--- src/rtl/wdt_pkg.sv ---
package wdt_pkg;

  // What the down-counter does on a given clock cycle.
  typedef enum logic [2:0] {
    ACT_HOLD,
    ACT_WRLOAD,
    ACT_KICK,
    ACT_STEP,
    ACT_EXPIRE
  } cnt_act_e;

  localparam int unsigned DEF_CNT_W       = 32;
  localparam int unsigned DEF_DIV         = 2;
  localparam int unsigned DEF_PULSE_TICKS = 4;

endpackage

--- src/rtl/wdt_prescaler.sv ---
module wdt_prescaler #(
  parameter int unsigned DIV = wdt_pkg::DEF_DIV
) (
  input  logic clk,
  input  logic rst,
  input  logic run,
  output logic tick
);

  generate
    if (DIV <= 1) begin : g_nodiv
      assign tick = run;
    end else begin : g_div
      localparam int unsigned PRE_W = $clog2(DIV);
      localparam logic [PRE_W-1:0] LAST = PRE_W'(DIV - 1);

      logic [PRE_W-1:0] phase_q;

      always_ff @(posedge clk) begin
        if (rst || !run) begin
          phase_q <= '0;
        end else if (phase_q == LAST) begin
          phase_q <= '0;
        end else begin
          phase_q <= phase_q + 1'b1;
        end
      end

      assign tick = run && (phase_q == LAST);

      // with a divide ratio of two or more, steps never fall on adjacent cycles
      assert_tick_spacing_R2: assert property (@(posedge clk) disable iff (rst)
        tick |=> !tick);

      // a disabled divider restarts its phase
      assert_phase_clear_R2: assert property (@(posedge clk) disable iff (rst)
        !run |=> (phase_q == '0));
    end
  endgenerate

endmodule

--- src/rtl/wdt_down_counter.sv ---
module wdt_down_counter
  import wdt_pkg::*;
#(
  parameter int unsigned         CNT_W        = DEF_CNT_W,
  parameter logic [CNT_W-1:0]    RESET_RELOAD = '1
) (
  input  logic             clk,
  input  logic             rst,
  input  logic             en,
  input  logic             tick,
  input  logic             kick,
  input  logic             reload_we,
  input  logic [CNT_W-1:0] reload_data,
  output logic             expire
);

  logic [CNT_W-1:0] reload_q;
  logic [CNT_W-1:0] count_q;
  cnt_act_e         act;

  // Action decode: kick beats step/expiry, disabled only accepts writes.
  always_comb begin
    act = ACT_HOLD;
    if (!en) begin
      if (reload_we) act = ACT_WRLOAD;
    end else if (kick) begin
      act = ACT_KICK;
    end else if (tick) begin
      act = (count_q <= CNT_W'(1)) ? ACT_EXPIRE : ACT_STEP;
    end
  end

  always_ff @(posedge clk) begin
    if (rst) begin
      reload_q <= RESET_RELOAD;
    end else if (reload_we) begin
      reload_q <= reload_data;
    end
  end

  always_ff @(posedge clk) begin
    if (rst) begin
      count_q <= RESET_RELOAD;
    end else begin
      unique case (act)
        ACT_WRLOAD: count_q <= reload_data;
        ACT_KICK:   count_q <= reload_q;
        ACT_EXPIRE: count_q <= reload_q;
        ACT_STEP:   count_q <= count_q - 1'b1;
        default:    count_q <= count_q;
      endcase
    end
  end

  assign expire = (act == ACT_EXPIRE);

  // frozen count while disabled and not written
  assert_frozen_count_R8: assert property (@(posedge clk) disable iff (rst)
    (!en && !reload_we) |=> $stable(count_q));

  // an enabled kick refills from the reload register
  assert_kick_refill_R7: assert property (@(posedge clk) disable iff (rst)
    (en && kick) |=> (count_q == $past(reload_q)));

  // expiry refills instead of reaching zero
  assert_expire_refill_R3: assert property (@(posedge clk) disable iff (rst)
    expire |=> (count_q == $past(reload_q)));

  // a write while disabled lands in the live count
  assert_write_loads_R9: assert property (@(posedge clk) disable iff (rst)
    (!en && reload_we) |=> (count_q == $past(reload_data)));

  // an ordinary step removes exactly one
  assert_step_one_R2: assert property (@(posedge clk) disable iff (rst)
    (en && !kick && tick && (count_q > CNT_W'(1))) |=> (count_q == $past(count_q) - 1'b1));

endmodule

--- src/rtl/wdt_pulse_gen.sv ---
module wdt_pulse_gen #(
  parameter int unsigned PULSE_TICKS = wdt_pkg::DEF_PULSE_TICKS
) (
  input  logic clk,
  input  logic rst,
  input  logic en,
  input  logic tick,
  input  logic expire,
  output logic pulse_n
);

  localparam int unsigned PW = $clog2(PULSE_TICKS + 1);
  localparam logic [PW-1:0] FULL = PW'(PULSE_TICKS);

  logic [PW-1:0] left_q;
  logic [PW-1:0] left_nxt;

  always_comb begin
    if (!en) begin
      left_nxt = '0;
    end else if (expire) begin
      left_nxt = FULL;
    end else if (tick && (left_q != '0)) begin
      left_nxt = left_q - 1'b1;
    end else begin
      left_nxt = left_q;
    end
  end

  always_ff @(posedge clk) begin
    if (rst) begin
      left_q  <= '0;
      pulse_n <= 1'b1;
    end else begin
      left_q  <= left_nxt;
      pulse_n <= (left_nxt == '0);
    end
  end

  // every expiry (also during a pulse) drives the output low next cycle
  assert_expire_drives_low_R6: assert property (@(posedge clk) disable iff (rst)
    expire |=> (!pulse_n && (left_q == FULL)));

  // disabled means idle-high on the next edge
  assert_idle_when_off_R8: assert property (@(posedge clk) disable iff (rst)
    !en |=> pulse_n);

  // pulse countdown moves only on steps
  assert_width_step_R5: assert property (@(posedge clk) disable iff (rst)
    (en && !expire && !tick) |=> $stable(left_q));

endmodule

--- src/rtl/wdt_pulse_timer.sv ---
module wdt_pulse_timer
  import wdt_pkg::*;
#(
  parameter int unsigned      CNT_W        = DEF_CNT_W,
  parameter int unsigned      DIV          = DEF_DIV,
  parameter int unsigned      PULSE_TICKS  = DEF_PULSE_TICKS,
  parameter logic [CNT_W-1:0] RESET_RELOAD = '1
) (
  input  logic             clk,
  input  logic             rst,
  input  logic             en,
  input  logic             reload_we,
  input  logic [CNT_W-1:0] reload_data,
  input  logic             kick,
  output logic             wdt_n
);

  logic tick;
  logic expire;

  wdt_prescaler #(.DIV(DIV)) i_prescaler (
    .clk  (clk),
    .rst  (rst),
    .run  (en),
    .tick (tick)
  );

  wdt_down_counter #(
    .CNT_W        (CNT_W),
    .RESET_RELOAD (RESET_RELOAD)
  ) i_counter (
    .clk         (clk),
    .rst         (rst),
    .en          (en),
    .tick        (tick),
    .kick        (kick),
    .reload_we   (reload_we),
    .reload_data (reload_data),
    .expire      (expire)
  );

  wdt_pulse_gen #(.PULSE_TICKS(PULSE_TICKS)) i_pulse (
    .clk     (clk),
    .rst     (rst),
    .en      (en),
    .tick    (tick),
    .expire  (expire),
    .pulse_n (wdt_n)
  );

  // a falling output edge always follows an expiry
  assert_fall_needs_expire_R5: assert property (@(posedge clk) disable iff (rst)
    $fell(wdt_n) |-> $past(expire));

  // a kick never lets the output fall on the next edge unless already pulsing
  assert_kick_no_fire_R7: assert property (@(posedge clk) disable iff (rst)
    (en && kick && wdt_n) |=> wdt_n);

endmodule

--- config.mk ---
export PLATFORM = sky130hd
export DESIGN_NAME = wdt_pulse_timer
export DESIGN_NICKNAME = d
export VERILOG_FILES = /design/src/rtl/wdt_pkg.sv /design/src/rtl/wdt_prescaler.sv /design/src/rtl/wdt_down_counter.sv /design/src/rtl/wdt_pulse_gen.sv /design/src/rtl/wdt_pulse_timer.sv
export SDC_FILE = /design/constraint.sdc
export NUM_CORES = 1
export LEC_CHECK = 0
export ABC_CLOCK_PERIOD_IN_PS = 3800
export BUFFER_PORTS_ARGS = -buffer_cell sky130_fd_sc_hd__buf_2
export CAP_MARGIN = 30
export CORE_MARGIN = 5
export CORE_UTILIZATION = 40
export CTS_CLUSTER_DIAMETER = 120
export DETAILED_ROUTE_END_ITERATION = 8
export GPL_TIMING_DRIVEN = 0
export PLACE_DENSITY = 0.56
export SYNTH_ARGS = -nofsm -noshare
export SYNTH_HDL_FRONTEND = slang
export SYNTH_SLANG_ARGS = --single-unit
--- constraint.sdc ---
create_clock -name clk -period 3.8 [get_ports clk]
set_input_delay 0.38 -clock clk [delete_from_list [all_inputs] [get_ports clk]]
set_output_delay 0.38 -clock clk [all_outputs]
set_load 0.01 [all_outputs]
=== After elaboration in Yosys (flattened, before gate mapping) ===
Index checks and enable logic that the tools add are counted.

* Order comparisons: 1
* Eq/ne operators: 4
* Reductions and logical operators: 9
* Multiplexer cells: 9
* Add/subtract/negate cells: 3

{| class="wikitable"
|+ Operator list
! kind !! count
|-
| 32-bit one-hot mux with 3 select lines || 1
|-
| 32-bit by 1-bit less-or-equal comparator with 1-bit output (second input constant) || 1
|-
| 32-bit by 1-bit subtractor with 32-bit output (second input constant) || 1
|-
| 3-bit two-way mux || 7
|-
| 3-bit by 2-bit equality test with 1-bit output (second input constant) || 2
|-
| 3-bit nonzero test || 2
|-
| 2-bit OR reduction || 2
|-
| 3-bit by 1-bit equality test with 1-bit output (second input constant) || 1
|-
| 3-bit equality test (second input constant) || 1
|-
| 3-bit zero test || 1
|-
| 3-bit by 1-bit subtractor with 3-bit output (second input constant) || 1
|-
| 1-bit logical AND || 2
|-
| 1-bit adder (second input constant) || 1
|-
| 1-bit zero test || 1
|-
| 1-bit logical OR || 1
|-
| 1-bit two-way mux || 1
|}

* Output and inout bits: 1
* Logic and storage cells: 31
* Bits in registers: 69
* Input bits: 37

=== Logic depth before layout (Yosys ltp) ===
* Depth in word-level cells: 9
* Mapped depth: 11
* Depth with buffers taken out: 8

=== Cells and area by module ===
A second synthesis with hierarchy kept.

* Cell total of the unflattened synthesis: 516
* Area, all modules: 4294.1 um2

{| class="wikitable"
|+ Modules (own cells, without submodules)
! module !! seq. area each (um2) !! times used !! area an instance (um2) !! cells each
|-
| wdt_down_counter || 1281.2 || 1 || 4040.1 || 489
|-
| wdt_pulse_gen || 80.1 || 1 || 214.0 || 24
|-
| wdt_prescaler || 20.0 || 1 || 40.0 || 3
|}

=== Least setup slack after synthesis ===
No wires, ideal clock.

* Path type: register to register
* Start: register i_counter.count_q[17]
* End: register i_counter.count_q[15]
* Path slack: 1659 ps
* Library setup time: 122 ps
* Path buffers: 1
* Period minus slack after synthesis: 2141 ps
* Data required time: 3678 ps
* Cell stages (with the launch flop): 8
* Data arrival time: 2019 ps
* Path through: dfxtp_1 > or4_4 > nor4_4 > nand4_2 > and2_4 > buf_6 > a21o_1 > a221o_1

* Longest elaborated chain between the ends: 8
* Elaborated cells between the ends (all ways): 12
* Those cells by class: 1 x order compare; 4 x eq/ne; 5 x mux; 2 x reduce/logical

{| class="wikitable"
|+ RTL lines
! what !! RTL line !! source
|-
| start, declared || wdt_down_counter.sv:18 || <nowiki>logic [CNT_W-1:0] count_q;</nowiki>
|-
| start signal, assigned || wdt_down_counter.sv:46 || <nowiki>ACT_WRLOAD: count_q <= reload_data;</nowiki>
|-
| start signal, assigned || wdt_down_counter.sv:47 || <nowiki>ACT_KICK: count_q <= reload_q;</nowiki>
|-
| start signal, assigned || wdt_down_counter.sv:48 || <nowiki>ACT_EXPIRE: count_q <= reload_q;</nowiki>
|-
| 32-bit by 1-bit less-or-equal comparator with 1-bit output * || wdt_down_counter.sv:29 || <nowiki>act = (count_q <= CNT_W'(1)) ? ACT_EXPIRE : ACT_STEP;</nowiki>
|-
| 3-bit two-way mux * || wdt_down_counter.sv:29 ||
|-
| 3-bit two-way mux * || wdt_down_counter.sv:28 || <nowiki>end else if (tick) begin</nowiki>
|-
| 3-bit two-way mux * || wdt_down_counter.sv:26 || <nowiki>end else if (kick) begin</nowiki>
|-
| 3-bit two-way mux * || wdt_down_counter.sv:24 || <nowiki>if (!en) begin</nowiki>
|-
| 3-bit equality test or 3-bit by 2-bit equality test with 1-bit output (tied branches) || wdt_down_counter.sv:45 || <nowiki>unique case (act)</nowiki>
|-
| 2-bit OR reduction (no source line) || n/a ||
|-
| 32-bit one-hot mux with 3 select lines or 3-bit nonzero test (tied branches) || n/a ||
|}

Mark *: on every way between the ends. The rest lies on a longest branch, timed or not.
A chain may end at the register's enable or synchronous reset.

=== Worst setup path after layout ===
* Start: register i_counter.count_q[17]
* End: register i_counter.count_q[22]

* Longest elaborated chain between the ends: 8
* Elaborated cells between the ends (all ways): 13
* Those cells by class: 1 x add/sub; 1 x order compare; 4 x eq/ne; 5 x mux; 2 x reduce/logical

{| class="wikitable"
|+ RTL lines
! what !! RTL line
|-
| 32-bit by 1-bit less-or-equal comparator with 1-bit output || wdt_down_counter.sv:29
|-
| 3-bit two-way mux || wdt_down_counter.sv:29
|-
| 3-bit two-way mux || wdt_down_counter.sv:28
|-
| 3-bit two-way mux || wdt_down_counter.sv:26
|-
| 3-bit two-way mux || wdt_down_counter.sv:24
|-
| 3-bit equality test or 3-bit by 2-bit equality test with 1-bit output (tied branches) || wdt_down_counter.sv:45
|-
| 2-bit OR reduction (no source line) || n/a
|-
| 32-bit one-hot mux with 3 select lines or 3-bit nonzero test (tied branches) || n/a
|}

Parallel ways exist; a longest one is shown, timed or not.

==> flow_metrics.tcl <==
set metrics [dict create \
    dieArea_sq_mm 0.0116 \
    grt_pass1_vias 3628 \
    setup_violations 0 \
    fin_ws_ns 1.16 \
    min_to "i_counter.reload_q[31]$_SDFFE_PP1P_" \
    synthArstFlopShare_pct 0 \
    cts.sinks 69 \
    rows 35 \
    fmax_ghz 0.379 \
    synth-seq-cells 69 \
    r2r_setup_slack_ns 1.16 \
    finalClockSkew_ns 0.00624 \
    start_kind "flop" \
    cts_buffer_depth 2 \
    drive_above_1_share_pct 13.8 \
    cts.repair.resized 0 \
    ant_nets 0 \
    layout_commonest_cell "nand2_1" \
    postPlaceCellArea_sq_mm 0.00415 \
    grt_util_all_layers_pct 20.3 \
    final_cell_area_sq_mm 0.00441 \
    grt_max_degree 14 \
    final_max_slew_viol_count 0 \
    setup_tns_ns 0 \
    drt-initial-drc-count 215 \
    cp_max_fo 10 \
    fin_hold_ws_ns 0.258 \
    port_buffers 35 \
    drc 0 \
    crit_slowest_cell "or4_4" \
    ys.flop_type "dfxtp_1" \
    dp_slack_ns 1.17 \
    area_delta_synth_final_pct 15.9 \
    seqCellArea_sq_mm 0.00138 \
    via_per_inst 5.75 \
    core-area_sq_mm 0.00928 \
    num-nets-final 552 \
    finalHoldViolCount 0 \
    hpwlAfterDp_um 8300 \
    place_congestion 0.856 \
    power.leakage_nw 1.69 \
    die_y_um 108 \
    clock-root-buffer "clkbuf_8" \
    tightest_slew_ns 0.842 \
    synth-edff-count 0 \
    final_cell_mix "73 x nand2_1, 69 x dfxtp_1, 45 x nor2_1" \
    end_kind "flop" \
    crit_start "i_counter.count_q[17]$_SDFFE_PP1P_" \
    syn_inst 465 \
    h-tree-depth 3 \
    arrival_ns 2.89 \
    die_w_um 108 \
    ys_warn_count 0 \
    post-cts-setup-buffer-count 0 \
    required_ns 4.06 \
    wl_per_cell_um 17.9 \
    maxCapViolCount 0 \
    crit_path_cell_trace "or4_4 > nor4_4 > nand4_1 > nand2_2 > buf_2 > a21oi_1 > a211oi_1" \
    multiInputGateArea_sq_mm 0.00226 \
    reg2reg_to "i_counter.count_q[22]$_SDFFE_PP1P_" \
    worstRegToRegCells 7 \
    antenna_cells 0 \
    rsz0062_at_grt "false" \
    rr_startpoint "i_counter.count_q[17]$_SDFFE_PP1P_" \
    dp_cells 629 \
    hold_class "in -> reg" \
    max_stage_delay_ns 0.60 \
    synthDistinctLibCells 57 \
    cts_tree "built" \
    relSlewSlack_pct 43.9 \
    whs_path_depth 3 \
    instances_no_fill 645 \
    antenna_found_initial 0 \
    synth-seq-area-share_pct 36.3 \
    crit_type "reg -> reg" \
    fillers 958 \
    initial_core_util_pct 41.0 \
    hold_buffers 0 \
    p_per_area_mw_per_mm2 427 \
    peakVddDrop_uv 176 \
    power_mw 1.89 \
    synth.cell_area_sq_mm 0.00381 \
    detailroute.via_count 3710 \
    grt_pass1_wl_um 18400 \
    syn_nets 506 \
    first_pass_iters 5 \
    hp-start "reload_data[31]" \
    clock_latency_ns 0.35 \
    outcome "finished, final reports clean" \
    io_pins 38 \
    syn_avg_cell_area_sq_um 8.19 \
    fin_crit_ns 2.64 \
    numCtsBuffers 9 \
    clkSlewWorstSetupHoldPaths_ns 0.08 \
    post-route-util_pct 47.5 \
    grt-ovfl-total 0 \
    wl_um 11500 \
    fin_crit_sh_pct 69.4 \
]
-- registers in the layout, indices dropped and copies added, names as in the netlist --
register,count
i_pulse.pulse_n,1
i_counter.count_q,32
i_counter.reload_q,32
i_pulse.left_q,3
i_prescaler.g_div.phase_q,1
-- worst max path at each step --
| stage | end | depth (start not counted) |
|---|---|---|
| finish | i_counter.count_q[22]$_SDFFE_PP1P_ | 7 |
| global route | i_counter.count_q[20]$_SDFFE_PP1P_ | 6 |
| CTS | i_counter.count_q[22]$_SDFFE_PP1P_ | 7 |
| detailed placement | i_counter.count_q[0]$_SDFFE_PP1P_ | 7 |
| global placement | i_counter.count_q[20]$_SDFFE_PP1P_ | 6 |
| floorplan | i_counter.count_q[15]$_SDFFE_PP1P_ | 7 |
-- power breakdown --
part           total, mW  switching, mW  internal [mW]
combinational      0.223          0.131         0.0918
sequential         0.845         0.0663          0.778
clock              0.818          0.311          0.507
total               1.89          0.508           1.38
-- worst max-delay path, delay by kind of cell (launching register included) --
| kind | cells | cell delay (ns) |
|---|---|---|
| flip-flops | 1 | 0.39 |
| AND/OR/NAND/NOR | 4 | 1.42 |
| buffers and inverters | 1 | 0.37 |
| AO/OA/AOI/OAI | 2 | 0.36 |
-- synthesized netlist by cell type, drive strengths merged, types with 2 or more instances --
library cell / n / share of area, %
mux2i: 31 / 8.1
o31ai: 4 / 0.79
nor4b: 2 / 0.46
nor4: 8 / 2.4
inv: 12 / 1.2
o211ai: 2 / 0.39
a221oi: 18 / 4.1
a211oi: 19 / 3.7
o21bai: 2 / 0.39
nand3: 9 / 1.3
nand2: 74 / 7.4
xnor2: 5 / 1.1
or3: 2 / 0.33
nor2b: 3 / 0.49
a2111oi: 6 / 1.4
a21oi: 28 / 3.7
and2: 5 / 0.89
a21o: 9 / 1.8
a31oi: 5 / 0.82
nand4: 6 / 1.1
nand2b: 6 / 0.99
a221o: 2 / 0.53
dfxtp: 69 / 36
o21ai: 14 / 1.8
nor2: 45 / 4.4
nor3b: 2 / 0.39
xor2: 5 / 1.1
o21a: 2 / 0.39
buf: 10 / 1.6
a21boi: 4 / 0.79
a22oi: 3 / 0.59
clkbuf: 17 / 1.7
or4: 8 / 1.9
nor3: 13 / 1.7
nand3b: 2 / 0.39
ha: 4 / 1.3
-- kinds of logic (layout without fill, tap and decap cells) --
| kind of cell | after synthesis | count (layout) | synth area share (%) |
|---|---|---|---|
| AOI/OAI and AO/OA | 124 | 124 | 22.6 |
| xor gates and xnor gates | 10 | 10 | 2.30 |
| adders and majority gates | 4 | 4 | 1.31 |
| buffers and inverters | 39 | 90 | 4.43 |
| DFF | 69 | 69 | 36.3 |
| muxes | 32 | 32 | 8.44 |
| and+or+nand+nor | 187 | 187 | 24.6 |
-- layout make-up --
type                            instances  share of cell area (%)
Buffer                                 27                    2.81
Clock buffer                            9                    2.81
Tap cell                              129                    3.66
Multi-Input combinational cell        357                    51.2
Sequential cell                        69                    31.3
Timing Repair Buffer                   35                    3.97
Inverter                               12                    1.02
Clock inverter                          7                    3.29
-- routing by layer --
layer	vias up	share of wire [%]	global-route usage, %
met3	21	5.8	4.44
li1	1809	-	-
met4	0	2.3	8.03
met5	-	0	0
met1	1759	45	26.5
met2	121	47	32.5
Power figures use the tool's default switching activity.
